<file path="src/rtl/rns_fir_pkg.sv">
package rns_fir_pkg;
  // main path: one combined reduction of acc + x*h
  function automatic int mac_main(input int a, input int x, input int h, input int m);
    return (a + x * h) % m;
  endfunction

  // check path: reduce product first, then fold the sum with one subtract
  function automatic int mac_check(input int a, input int x, input int h, input int m);
    int p;
    int s;
    p = (x * h) % m;
    s = p + a;
    return (s >= m) ? s - m : s;
  endfunction
endpackage

</file>
<file path="src/rtl/rns_tap_cell.sv">
module rns_tap_cell #(
  parameter int MOD     = 31,
  parameter int RW      = 5,
  parameter int PERSIST = 4,
  localparam int CW     = $clog2(PERSIST + 1)
) (
  input  logic          clk,
  input  logic          rst,
  input  logic          adv,
  input  logic          active,
  input  logic          fault,
  input  logic          coef_ld,
  input  logic [RW-1:0] coef_d,
  input  logic [RW-1:0] x_in,
  input  logic [RW-1:0] acc_in,
  output logic [RW-1:0] x_out,
  output logic [RW-1:0] acc_out,
  output logic [RW-1:0] coef_q,
  output logic          err_q,
  output logic          persist
);
  import rns_fir_pkg::*;

  logic [RW-1:0] x_a, x_b, acc_r, coef_r;
  logic [RW-1:0] raw_main, sum_main, sum_chk;
  logic [CW-1:0] run_cnt;
  logic          err_r, mism;

  always_comb begin
    raw_main = RW'(mac_main(int'(acc_in), int'(x_in), int'(coef_r), MOD));
    sum_chk  = RW'(mac_check(int'(acc_in), int'(x_in), int'(coef_r), MOD));
    if (fault)
      sum_main = (raw_main == '0) ? RW'(MOD - 1) : raw_main - RW'(1);
    else
      sum_main = raw_main;
    mism    = (sum_main != sum_chk);
    persist = adv & active & mism & (run_cnt == CW'(PERSIST - 1));
  end

  always_ff @(posedge clk) begin
    if (rst) begin
      x_a     <= '0;
      x_b     <= '0;
      acc_r   <= '0;
      coef_r  <= '0;
      err_r   <= 1'b0;
      run_cnt <= '0;
    end else begin
      if (coef_ld) coef_r <= coef_d;
      if (adv) begin
        x_a   <= x_in;
        x_b   <= x_a;
        acc_r <= sum_main;
        err_r <= active & mism;
        if (active & mism) begin
          if (run_cnt < CW'(PERSIST - 1)) run_cnt <= run_cnt + CW'(1);
        end else begin
          run_cnt <= '0;
        end
      end
    end
  end

  assign x_out   = x_b;
  assign acc_out = acc_r;
  assign coef_q  = coef_r;
  assign err_q   = err_r;
endmodule

</file>
<file path="src/rtl/rns_repair_ctrl.sv">
module rns_repair_ctrl #(
  parameter int NC = 9,
  localparam int IW = $clog2(NC)
) (
  input  logic          clk,
  input  logic          rst,
  input  logic [NC-1:0] persist,
  output logic          bad_vld,
  output logic [IW-1:0] bad_idx,
  output logic          repair_go,
  output logic [IW-1:0] pick_idx,
  output logic          fatal_q
);
  logic any_p, multi_p;

  always_comb begin
    pick_idx = '0;
    for (int i = NC - 1; i >= 0; i--)
      if (persist[i]) pick_idx = IW'(i);
    any_p     = |persist;
    multi_p   = (persist & (persist - NC'(1))) != '0;
    repair_go = any_p & ~bad_vld;
  end

  always_ff @(posedge clk) begin
    if (rst) begin
      bad_vld <= 1'b0;
      bad_idx <= '0;
      fatal_q <= 1'b0;
    end else begin
      if (repair_go) begin
        bad_vld <= 1'b1;
        bad_idx <= pick_idx;
      end
      fatal_q <= fatal_q | (any_p & bad_vld) | multi_p;
    end
  end
endmodule

</file>
<file path="src/rtl/rns_fir_channel.sv">
module rns_fir_channel #(
  parameter int MOD     = 31,
  parameter int RW      = $clog2(MOD),
  parameter int TAPS    = 8,
  parameter int PERSIST = 4
) (
  input  logic          clk,
  input  logic          rst,
  input  logic          in_valid,
  input  logic [RW-1:0] in_res,
  input  logic          coef_load,
  input  logic [RW-1:0] coef_in,
  input  logic [TAPS:0] flt_inject,
  output logic          out_valid,
  output logic [RW-1:0] out_res,
  output logic [TAPS:0] err_flags,
  output logic          spare_used,
  output logic          fatal
);
  localparam int NC = TAPS + 1;
  localparam int IW = $clog2(NC);

  logic          adv;
  logic [RW-1:0] xo [NC];
  logic [RW-1:0] ao [NC];
  logic [RW-1:0] co [NC];
  logic [NC-1:0] persist, err_v;
  logic          bad_vld, repair_go;
  logic [IW-1:0] bad_idx, pick_idx;
  logic          unused_tail;

  assign adv         = in_valid & ~coef_load;
  assign unused_tail = ^xo[NC-1];

  for (genvar p = 0; p < NC; p++) begin : g_cell
    logic [RW-1:0] x_src, acc_src, ld_src, coef_d;
    logic          active, coef_ld, rep_ld;

    // a cell is active unless it is bypassed, or it is the idle spare
    if (p == NC - 1) begin : g_act_spare
      assign active = bad_vld;
    end else begin : g_act_main
      assign active = ~(bad_vld & (bad_idx == IW'(p)));
    end

    // upstream neighbour, skipping a bypassed cell
    if (p == 0) begin : g_up0
      assign x_src   = in_res;
      assign acc_src = '0;
    end else if (p == 1) begin : g_up1
      assign x_src   = (bad_vld && bad_idx == '0) ? in_res : xo[0];
      assign acc_src = (bad_vld && bad_idx == '0) ? '0     : ao[0];
    end else begin : g_upn
      assign x_src   = (bad_vld && bad_idx == IW'(p - 1)) ? xo[p-2] : xo[p-1];
      assign acc_src = (bad_vld && bad_idx == IW'(p - 1)) ? ao[p-2] : ao[p-1];
    end

    // serial coefficient source: next active cell, or the port at the tail
    if (p == NC - 1) begin : g_ld_spare
      assign ld_src = coef_in;
    end else if (p == NC - 2) begin : g_ld_last
      assign ld_src = bad_vld ? co[p+1] : coef_in;
    end else begin : g_ld_mid
      assign ld_src = (bad_vld && bad_idx == IW'(p + 1)) ? co[p+2] : co[p+1];
    end

    // on repair, cells downstream of the fault take their left neighbour's coefficient
    if (p == 0) begin : g_rep0
      assign rep_ld = 1'b0;
      assign coef_d = ld_src;
    end else begin : g_repn
      assign rep_ld = repair_go & (pick_idx < IW'(p));
      assign coef_d = coef_load ? ld_src : co[p-1];
    end

    assign coef_ld = (coef_load & active) | rep_ld;

    rns_tap_cell #(.MOD(MOD), .RW(RW), .PERSIST(PERSIST)) cell_i (
      .clk(clk), .rst(rst), .adv(adv), .active(active), .fault(flt_inject[p]),
      .coef_ld(coef_ld), .coef_d(coef_d), .x_in(x_src), .acc_in(acc_src),
      .x_out(xo[p]), .acc_out(ao[p]), .coef_q(co[p]),
      .err_q(err_v[p]), .persist(persist[p])
    );
  end

  rns_repair_ctrl #(.NC(NC)) ctrl_i (
    .clk(clk), .rst(rst), .persist(persist),
    .bad_vld(bad_vld), .bad_idx(bad_idx), .repair_go(repair_go),
    .pick_idx(pick_idx), .fatal_q(fatal)
  );

  always_ff @(posedge clk) begin
    if (rst) begin
      out_valid <= 1'b0;
      out_res   <= '0;
    end else begin
      out_valid <= adv;
      if (adv) out_res <= bad_vld ? ao[NC-1] : ao[NC-2];
    end
  end

  assign err_flags  = err_v;
  assign spare_used = bad_vld;
endmodule

</file>
<file path="config.mk">
export PLATFORM = sky130hd
export DESIGN_NAME = rns_fir_channel
export DESIGN_NICKNAME = d
export VERILOG_FILES = /design/src/rtl/rns_fir_pkg.sv /design/src/rtl/rns_tap_cell.sv /design/src/rtl/rns_repair_ctrl.sv /design/src/rtl/rns_fir_channel.sv
export SDC_FILE = /design/constraint.sdc
export NUM_CORES = 2
export LEC_CHECK = 0
export ABC_CLOCK_PERIOD_IN_PS = 33200
export BUFFER_PORTS_ARGS = -buffer_cell sky130_fd_sc_hd__buf_2
export CORE_AREA = 2 2 347 349
export DETAILED_ROUTE_END_ITERATION = 8
export DIE_AREA = 0 0 349 351
export SETUP_SLACK_MARGIN = 0.05
export SLEW_MARGIN = 20
export SYNTH_ARGS = -nofsm -noshare
export SYNTH_HDL_FRONTEND = slang
export SYNTH_HIERARCHICAL = 1
export SYNTH_SLANG_ARGS = --single-unit
export TNS_END_PERCENT = 100
</file>
<file path="constraint.sdc">
create_clock -name clk -period 33.2 [get_ports clk]
set_clock_uncertainty 0.15 [all_clocks]
set_input_delay 3.32 -clock clk [delete_from_list [all_inputs] [get_ports clk]]
set_output_delay 3.32 -clock clk [all_outputs]
set_load 0.05 [all_outputs]
</file>
==> impl_metrics.json <==
{
  "antenna_found_initial": 11,
  "tightest_slew_ns": 1.06,
  "status": "completed",
  "fp.coreArea_sq_um": 119000,
  "cts_resized": 0,
  "syn_inst": 6060,
  "first_global_vias": 42300,
  "crit_arrival_ns": 17.23,
  "drive_gt1_frac": 0.107,
  "fp.dieArea_sq_um": 122000,
  "cts_setup_buffers": 0,
  "cts_sinks": 218,
  "fillerInstances": 12200,
  "cts_tree": "yes",
  "clock_latency_ns": 0.56,
  "hp-class": "register to register",
  "htree_levels": 1,
  "clk_transition_reported_paths_ns": 0.06,
  "antenna_left": 0,
  "r2r_slack_ns": 16.75,
  "slew_headroom": 0.292,
  "place_hpwl_um": 108000,
  "crit_top_cell": "ha_1",
  "grt_usage": 0.209,
  "use_met2": 0.333,
  "grt_pass1_wl_um": 220000,
  "clock_path_buffers": 3,
  "placed_cells": 7481,
  "cpPeakStageDelay_ns": 0.80,
  "place.port_buffers": 39,
  "num-nets-final": 6415,
  "rsz0062_at_grt": "no",
  "start_util": 0.394,
  "critPathKind": "input port to register",
  "gp_congestion": 0.903,
  "critPathSlowestCell": "o32ai_1",
  "overflow": 0,
  "setup_viol": 0,
  "crit_fanout": 11,
  "die_h_um": 351,
  "cap_viol_max_count": 0,
  "rows": 127,
  "area_delta_synth_final_pct": 4.61,
  "use_met1": 0.300,
  "hold_ws_ns": 0.337,
  "finalHoldViolCount": 0,
  "cts_root_buffer": "clkbuf_16",
  "cp-start-kind": "input port",
  "drc_errors": 0,
  "min_period_ns": 16.97,
  "wl_per_cell_um": 17.8,
  "fin_setup_tns_ns": 0,
  "syn_area_sq_um": 46900,
  "synth_area_per_cell_sq_um": 7.75,
  "grt_max_degree": 135,
  "p_leak_nw": 20.1,
  "grtUsageMet3": 0.0251,
  "cts_hold_buf": 0,
  "fmax_mhz": 58.9,
  "io-pin-count": 40,
  "vias": 46200,
  "die_w_um": 349,
  "endpoint_kind": "register",
  "slew_violations": 0,
  "drt_pre_antenna_iters": 6,
  "total_power_mw": 0.836,
  "vdd_drop_max_uv": 26.0,
  "period_share": 0.511,
  "wl_um": 134000,
  "cts_buffers": 25,
  "avgViaCountPerCell": 6.13,
  "drt_iter0_drc": 3660,
  "gr-max-usage-layer": "met2",
  "fin_cells": 7525,
  "power_per_cell_area_nw_per_um2": 17.0,
  "required_ns": 33.47,
  "yosysWarnings": 6
}
-- layout make-up --
cell class	instances	area, sq um	area share
Inverter	304	1140	0.0232
Clock buffer	31	688	0.0140
Timing Repair Buffer	52	314	0.00639
Tap cell	1548	1940	0.0394
Antenna cell	3	7.51	0.000153
Sequential cell	218	4360	0.0889
Clock inverter	10	98.8	0.00201
Multi-Input combinational cell	5359	40600	0.826
-- critical path, delay by kind of cell --
family          cells  cell delay (ns)
compound gates     15             4.39
simple gates       16             4.02
fa+ha+maj           9             3.24
mux                 3             1.05
xor+xnor            2             0.62
buf+inv             4             0.58
-- metal layers --
metal | vias to the layer above | part of all wire
met4 | 12 | 0.022
met3 | 181 | 0.054
li1 | 22800 | -
met5 | - | 0.00060
met1 | 21900 | 0.49
met2 | 1239 | 0.44
-- sequential cells by signal (all words and copies together), names as in the netlist, 4 cells and up --
register	cells
g_cell.cell_i/x_out	40
ctrl_i/bad_idx	4
g_cell.cell_i/run_cnt	27
g_cell.cell_i/x_a	40
g_cell.cell_i/err_q	9
g_cell.cell_i/acc_out	45
g_cell.cell_i/coef_q	45
out_res	5
-- cells in the final DEF, fill, tap and decap left out, drive strengths merged, types with 154 or more instances in the layout --
cell type	instances
mux2	154
nand2	376
xnor2	204
nand3	183
nor2	624
mux2i	247
ha	333
a21oi	361
dfxtp	218
o21ai	279
inv	295
and2	239
-- report_power, final --
part,internal [mW],switching (mW)
sequential,0.272,0.0172
combinational,0.107,0.167
clock,0.155,0.118
-- metrics by stage --
| stage | area, sq um | utilization | setup WS [ns] |
|---|---|---|---|
| after floorplan | 47000 | - | 18.38 |
| after global placement | 48300 | 0.406 | 16.19 |
| after detailed placement | 48300 | 0.406 | 15.97 |
| after CTS | 49100 | 0.413 | 16.54 |
| after global routing | 49100 | 0.413 | 15.21 |
| final | 49100 | 0.413 | 16.23 |
-- worst paths after layout --
path,startpoint,endpoint,depth (start not counted)
setup reg to reg,ctrl_i/bad_idx[1],g_cell[1].cell_i/coef_q[2],48
hold reg to reg,g_cell[7].cell_i/err_q,g_cell[7].cell_i/err_q,2
hold / removal,g_cell[7].cell_i/err_q,g_cell[7].cell_i/err_q,2
setup / recovery,in_res[2],g_cell[1].cell_i/coef_q[2],49
(Power assumes the default switching activity.)
